$ cat src/rtl/csplit_pkg.sv
package csplit_pkg;
  typedef enum logic [1:0] {
    SCOPE_RANGE = 2'd0,
    SCOPE_ALL   = 2'd1,
    SCOPE_SYNC  = 2'd2
  } scope_e;

  localparam logic [1:0] OP_INVALIDATE = 2'd0;
  localparam logic [1:0] OP_CLEAN      = 2'd1;
  localparam logic [1:0] OP_FLUSH      = 2'd2;
endpackage

$ cat src/rtl/csplit_align.sv
// Line alignment of the request and the wrap-around fallback decision.
module csplit_align #(
  parameter int ADDR_W     = 32,
  parameter int LINE_BYTES = 64
) (
  input  logic [ADDR_W-1:0] start_addr,
  input  logic [ADDR_W-1:0] end_addr,
  output logic [ADDR_W-1:0] aligned_start,
  output logic [ADDR_W-1:0] rounded_len,
  output logic              whole_cache
);
  localparam logic [ADDR_W-1:0] LINE_V    = ADDR_W'(LINE_BYTES);
  localparam logic [ADDR_W-1:0] LINE_MASK = ~(LINE_V - 1'b1);
  localparam logic [ADDR_W-1:0] WRAP_TH   = '0 - LINE_V;

  logic [ADDR_W-1:0] raw_len;

  always_comb begin
    aligned_start = start_addr & LINE_MASK;
    raw_len       = end_addr - aligned_start;
    whole_cache   = (raw_len >= WRAP_TH);
    rounded_len   = (raw_len + (LINE_V - 1'b1)) & LINE_MASK;
  end
endmodule

$ cat src/rtl/csplit_limit.sv
// Per-command size limit selected by the controller revision.
module csplit_limit #(
  parameter int ADDR_W          = 32,
  parameter int LINE_BYTES      = 64,
  parameter int REV_W           = 8,
  parameter int OLD_REV_MAX     = 'h16,
  parameter int OLD_LIMIT_BYTES = 1 << 22
) (
  input  logic [REV_W-1:0]  rev,
  output logic [ADDR_W-1:0] limit
);
  localparam logic [ADDR_W-1:0] LINE_V    = ADDR_W'(LINE_BYTES);
  localparam logic [ADDR_W-1:0] OLD_LIMIT = ADDR_W'(OLD_LIMIT_BYTES) - LINE_V;
  localparam logic [ADDR_W-1:0] NEW_LIMIT = '0 - LINE_V;

  always_comb begin
    limit = (rev <= REV_W'(OLD_REV_MAX)) ? OLD_LIMIT : NEW_LIMIT;
  end
endmodule

$ cat src/rtl/cache_range_splitter.sv
module cache_range_splitter
  import csplit_pkg::*;
#(
  parameter int ADDR_W          = 32,
  parameter int LINE_BYTES      = 64,
  parameter int REV_W           = 8,
  parameter int OLD_REV_MAX     = 'h16,
  parameter int OLD_LIMIT_BYTES = 1 << 22
) (
  input  logic              clk,
  input  logic              rst,
  input  logic              req_valid,
  output logic              req_ready,
  input  logic [ADDR_W-1:0] req_start,
  input  logic [ADDR_W-1:0] req_end,
  input  logic [1:0]        req_op,
  input  logic [REV_W-1:0]  cfg_rev,
  output logic              cmd_valid,
  input  logic              cmd_ready,
  output logic [1:0]        cmd_scope,
  output logic [1:0]        cmd_op,
  output logic [ADDR_W-1:0] cmd_addr,
  output logic [ADDR_W-1:0] cmd_size,
  input  logic              cmd_done,
  output logic              busy,
  output logic              done
);
  localparam int LINE_LSB = $clog2(LINE_BYTES);

  typedef enum logic [1:0] {ST_IDLE, ST_ISSUE, ST_WAIT} state_e;

  state_e            state_q;
  logic [1:0]        op_q;
  logic [ADDR_W-1:0] limit_q, next_addr_q, remain_q;
  logic              cmd_valid_q, busy_q, done_q;
  scope_e            scope_q;
  logic [ADDR_W-1:0] addr_q, size_q;

  logic [ADDR_W-1:0] al_start, al_len, lim;
  logic              al_whole;
  logic [ADDR_W-1:0] first_chunk, next_chunk;

  csplit_align #(.ADDR_W(ADDR_W), .LINE_BYTES(LINE_BYTES)) u_align (
    .start_addr   (req_start),
    .end_addr     (req_end),
    .aligned_start(al_start),
    .rounded_len  (al_len),
    .whole_cache  (al_whole)
  );

  csplit_limit #(
    .ADDR_W(ADDR_W), .LINE_BYTES(LINE_BYTES), .REV_W(REV_W),
    .OLD_REV_MAX(OLD_REV_MAX), .OLD_LIMIT_BYTES(OLD_LIMIT_BYTES)
  ) u_limit (
    .rev  (cfg_rev),
    .limit(lim)
  );

  always_comb begin
    first_chunk = (al_len < lim) ? al_len : lim;
    next_chunk  = (remain_q < limit_q) ? remain_q : limit_q;
  end

  always_ff @(posedge clk) begin
    if (rst) begin
      state_q     <= ST_IDLE;
      op_q        <= '0;
      limit_q     <= '0;
      next_addr_q <= '0;
      remain_q    <= '0;
      cmd_valid_q <= 1'b0;
      scope_q     <= SCOPE_SYNC;
      addr_q      <= '0;
      size_q      <= '0;
      busy_q      <= 1'b0;
      done_q      <= 1'b0;
    end else begin
      done_q <= 1'b0;
      unique case (state_q)
        ST_IDLE: begin
          if (req_valid) begin
            op_q        <= req_op;
            limit_q     <= lim;
            busy_q      <= 1'b1;
            cmd_valid_q <= 1'b1;
            state_q     <= ST_ISSUE;
            if (al_whole) begin
              scope_q  <= SCOPE_ALL;
              addr_q   <= '0;
              size_q   <= '0;
              remain_q <= '0;
            end else if (al_len == '0) begin
              scope_q  <= SCOPE_SYNC;
              addr_q   <= '0;
              size_q   <= '0;
              remain_q <= '0;
            end else begin
              scope_q     <= SCOPE_RANGE;
              addr_q      <= al_start;
              size_q      <= first_chunk;
              next_addr_q <= al_start + first_chunk;
              remain_q    <= al_len - first_chunk;
            end
          end
        end
        ST_ISSUE: begin
          if (cmd_ready) begin
            cmd_valid_q <= 1'b0;
            state_q     <= ST_WAIT;
          end
        end
        ST_WAIT: begin
          if (cmd_done) begin
            if (scope_q == SCOPE_SYNC) begin
              state_q <= ST_IDLE;
              busy_q  <= 1'b0;
              done_q  <= 1'b1;
            end else begin
              cmd_valid_q <= 1'b1;
              state_q     <= ST_ISSUE;
              if (scope_q == SCOPE_ALL || remain_q == '0) begin
                scope_q <= SCOPE_SYNC;
                addr_q  <= '0;
                size_q  <= '0;
              end else begin
                scope_q     <= SCOPE_RANGE;
                addr_q      <= next_addr_q;
                size_q      <= next_chunk;
                next_addr_q <= next_addr_q + next_chunk;
                remain_q    <= remain_q - next_chunk;
              end
            end
          end
        end
        default: state_q <= ST_IDLE;
      endcase
    end
  end

  assign req_ready = (state_q == ST_IDLE);
  assign cmd_valid = cmd_valid_q;
  assign cmd_scope = scope_q;
  assign cmd_op    = op_q;
  assign cmd_addr  = addr_q;
  assign cmd_size  = size_q;
  assign busy      = busy_q;
  assign done      = done_q;

  AST_RANGE_ALIGNED: assert property (@(posedge clk) disable iff (rst)
    (cmd_valid && cmd_scope == SCOPE_RANGE) |->
      (cmd_addr[LINE_LSB-1:0] == '0 && cmd_size[LINE_LSB-1:0] == '0 && cmd_size != '0));

  AST_CHUNK_LIMIT: assert property (@(posedge clk) disable iff (rst)
    (cmd_valid && cmd_scope == SCOPE_RANGE) |-> (cmd_size <= limit_q));

  AST_CMD_HOLD: assert property (@(posedge clk) disable iff (rst)
    (cmd_valid && !cmd_ready) |=>
      (cmd_valid && $stable(cmd_addr) && $stable(cmd_size) && $stable(cmd_scope) && $stable(cmd_op)));

  AST_DONE_PULSE: assert property (@(posedge clk) disable iff (rst)
    done |=> !done);

  AST_BUSY_NOT_READY: assert property (@(posedge clk) disable iff (rst)
    busy |-> !req_ready);

  AST_SYNC_LAST: assert property (@(posedge clk) disable iff (rst)
    $rose(done) |-> (cmd_scope == SCOPE_SYNC && !cmd_valid));
endmodule

$ cat config.mk
export PLATFORM = sky130hd
export DESIGN_NAME = cache_range_splitter
export DESIGN_NICKNAME = d
export VERILOG_FILES = /design/src/rtl/csplit_pkg.sv /design/src/rtl/csplit_align.sv /design/src/rtl/csplit_limit.sv /design/src/rtl/cache_range_splitter.sv
export SDC_FILE = /design/constraint.sdc
export NUM_CORES = 1
export LEC_CHECK = 0
export BUFFER_PORTS_ARGS = -buffer_cell sky130_fd_sc_hd__buf_2
export CAP_MARGIN = 20
export CORE_UTILIZATION = 43
export CTS_CLUSTER_SIZE = 12
export DETAILED_ROUTE_END_ITERATION = 6
export GPL_ROUTABILITY_DRIVEN = 0
export SYNTH_ARGS = -nofsm -noshare
export SYNTH_HDL_FRONTEND = slang
export SYNTH_SLANG_ARGS = --single-unit
$ cat constraint.sdc
create_clock -name clk -period 9.34 [get_ports clk]
set_clock_uncertainty 0.05 [all_clocks]
set_input_delay 0.467 -clock clk [delete_from_list [all_inputs] [get_ports clk]]
set_output_delay 0.467 -clock clk [all_outputs]
set_load 0.005 [all_outputs]
==> results.md <==
* Startpoint Class: input pin
* Synth unique cells at 87
* Final Non-Filler Cells at 2438
* Core Region at 31900 µm²
* Vias at 14763
* Die width at 183 µm
* Area growth, synth to finish at 12.6%
* Worst reg2reg setup slack at 3.19 ns
* Drt first pass iters at 6
* YS warnings at 0
* Synth Net Count at 2112
* Clk sinks at 139
* Reg2Reg Depth at 22
* Leakage at 7.18 nW
* WP data arrival at 9.08 ns
* Iter 0 DRT Violations at 1461
* Die footprint at 33400 µm²
* Largest net degree at the start of global routing at 81
* R2R Path End: remain_q[28]
* Switch share at 47.8%
* Top sig layer: met4
* Initial antenna violation count at 0
* Yosys top cell by area: dfxtp_1
* Synth Area per Inst at 7.49 µm²
* # rows at 65
* WL per Instance at 19.8 µm
* Comb power frac at 62.8%
* Port Buffer Count at 144
* Crit-path max cell delay at 0.57 ns
* Final setup vio count at 0
* Top-area cell type share of the netlist area at 19.8%
* Clock root cell: clkbuf_16
* CTS tree: yes
* WP depth at 34
* Critical R2R Launch: limit_q[30]
* Final hold vios at 0
* Top cells by area, synth: dfxtp_1 (20%), ha_1 (14%), a21oi_1 (6.1%)
* GRT Util Overall at 28.5%
* Peak Freq at 114 MHz
* Switch Pwr at 0.00194 W
* FILL cells at 3235
* DRC viols at 0
* Worst Tran Pin Value at 1.09 ns
* Cells after synthesis at 1878
* Power Density at 256 nW/µm²
* Initial core utilization at 44.1%
* WL met2 at 21.7 mm
* Cts repair resizes at 0
* Async SR Flop Fraction at 0%
* Crit path launch: req_start[6]
* Worst Path Required at 9.63 ns
* Post-route ant nets at 0
* Commonest non-fill, non-tap cells in the layout: nor2_1 (202), a21oi_1 (169), ha_1 (152), buf_2 (143), dfxtp_1 (139)
* WL final at 48.4 mm
* Setup CP Type: input pin to flip-flop
* EDFF count, synth at 0
* First-pass GRT wire length at 75.2 mm
* Worst Path Buf+Inv at 3
* Part of the cycle the worst path needs at 94.1%
* Top FF cell, synth: dfxtp_1
* Dpl hpwl at 36.8 mm
* Longest Clk Path Bufs at 2
* CTS buffer count at 17
* Clock network fraction of total power at 17.5%
* Total power at 0.00406 W
* Clock-pin slew on the worst setup and hold paths at 0.07 ns
* Pint at 0.00212 W
* Sequential fraction of design power at 19.8%
* Worst-path fanout max at 6
* Max-cap violation count at 0
* Hold Path Class: input pin to flip-flop
* Max_slew headroom at 27.2%
* RSZ-0062 raised after global routing: false
* Slew Viols, Final at 0
* Yosys reg bits at 139
* Top Ports at 151
* Minimum clock period at 8.78 ns
* Most frequent CP cell: a21oi_1
* GR Overflow Total at 0
* DR vias/cell at 6.06
* Fin nets at 2224
* Placed insts at 2406
* Synthesized cell area at 14100 µm²
* Share of layout cells above drive strength 1 at 12.6%
* N_diodes at 0
* WL met3 at 2.70 mm
* H-tree levels at 4
* Worst Setup EP: next_addr_q[31]
* Met1 WL at 22.7 mm
* Run status: finished, final reports clean
* Worst IR drop on VDD at 0.168 mV
* Die Y at 183 µm
* Sequential area share after synthesis at 19.8%
* Worst Setup End Kind: flip-flop
* Most common cell after layout, fill and taps aside: nor2_1
* Vias in the first global route at 13281
* Delay-heaviest family, CP: compound AO/OA/AOI/OAI gates
* Worst skew pair latency at 0.43 ns
* Setup tns final at 0 ns
* Crit path max-delay cell type: a2111oi_4
## synthesized netlist by cell type, drive strengths merged (7+ instances only)
cell type / instances
a21o: 55
a21boi: 10
nand2b: 34
o2111ai: 10
buf: 19
o21bai: 8
xnor2: 67
a311oi: 14
nor4: 21
a211o: 8
a21oi: 173
ha: 152
or4: 10
clkbuf: 65
and4: 7
a221oi: 35
o21ai: 97
dfxtp: 139
xor2: 46
nor3: 79
or2: 11
and2: 23
a211oi: 58
nand3: 37
nand2: 135
nand4: 23
or3: 12
nor2: 205
o211ai: 27
a31oi: 15
and3: 20
a22oi: 46
inv: 95
o21a: 30
nor2b: 18
mux2i: 12
## logic make-up after synthesis
logic type      count (synthesis)  share of synthesized area [%]
flops                         139                           19.8
other cells                     1                         0.0267
simple gates                  649                           22.6
buf+inv                       179                           5.16
xor+xnor                      114                           7.21
fa+ha+maj                     155                           14.0
compound gates                629                           30.4
mux                            12                          0.943
## sequential cells by signal, indices dropped and copies added, names as in the netlist
| register | cells |
|---|---|
| cmd_addr | 32 |
| cmd_size | 32 |
| next_addr_q | 32 |
| remain_q | 32 |
| cmd_op | 2 |
| cmd_scope | 2 |
| limit_q | 2 |
| state_q | 2 |
| busy | 1 |
| cmd_valid | 1 |
| done | 1 |
## metal layers
metal	up-vias	global-route usage (%)
met3	77	3.16
met4	0	8.83
li1	7208	-
met1	6900	39.4
met2	578	46.3
met5	-	0
## worst min path at each step
stage | from | endpoint | cells past startpoint
floorplan | next_addr_q[4] | next_addr_q[4] | 2
global placement | next_addr_q[27] | next_addr_q[27] | 2
detailed placement | next_addr_q[20] | next_addr_q[20] | 2
CTS | req_op[1] | cmd_op[1] | 3
global route | req_op[1] | cmd_op[1] | 3
finish | req_op[1] | cmd_op[1] | 3
## power groups by stage
stage	combinational, W	clock (W)	sequential (W)
after floorplan	0.00189	0	0.000782
after global placement	0.00246	0	0.000810
after detailed placement	0.00249	0	0.000813
after CTS	0.00251	0.000719	0.000800
after global routing	0.00280	0.000741	0.000814
final	0.00255	0.000708	0.000803
## final cells by class
class                      count  area [µm²]  area share (%)
tap                          435         544            3.44
clock buffer                  18         429            2.71
clock inverter                14         159            1.00
sequential                   139        2780            17.6
timing repair buffer         177         971            6.13
multi-input combinational   1560       10600            66.9
inverter                      95         357            2.25
## worst min-delay path, delay by kind of cell
family | cells | cell delay (ns)
buffers and inverters | 1 | 0.07
multiplexers | 1 | 0.05
AND/OR/NAND/NOR | 1 | 0.07
## what timing repair did
item	CTS	global route
buffers inserted	0	0
setup endpoints to repair	0	2
hold buffers	0	0
hold endpoints to repair	0	0
## per-stage QoR
step / setup WS [ns] / util (%) / instance area [µm²] / hold WS (ns)
CTS: 0.676 / 49.7 / 15800 / 0.204
detailed placement: 0.247 / 47.8 / 15300 / 0.418
finish: 0.555 / 49.7 / 15800 / 0.214
global placement: 0.345 / 47.8 / 15300 / 0.416
floorplan: 0.815 / - / 14100 / 0.399
global route: 0.0123 / 49.7 / 15800 / 0.232
(Power assumes the default switching activity.)
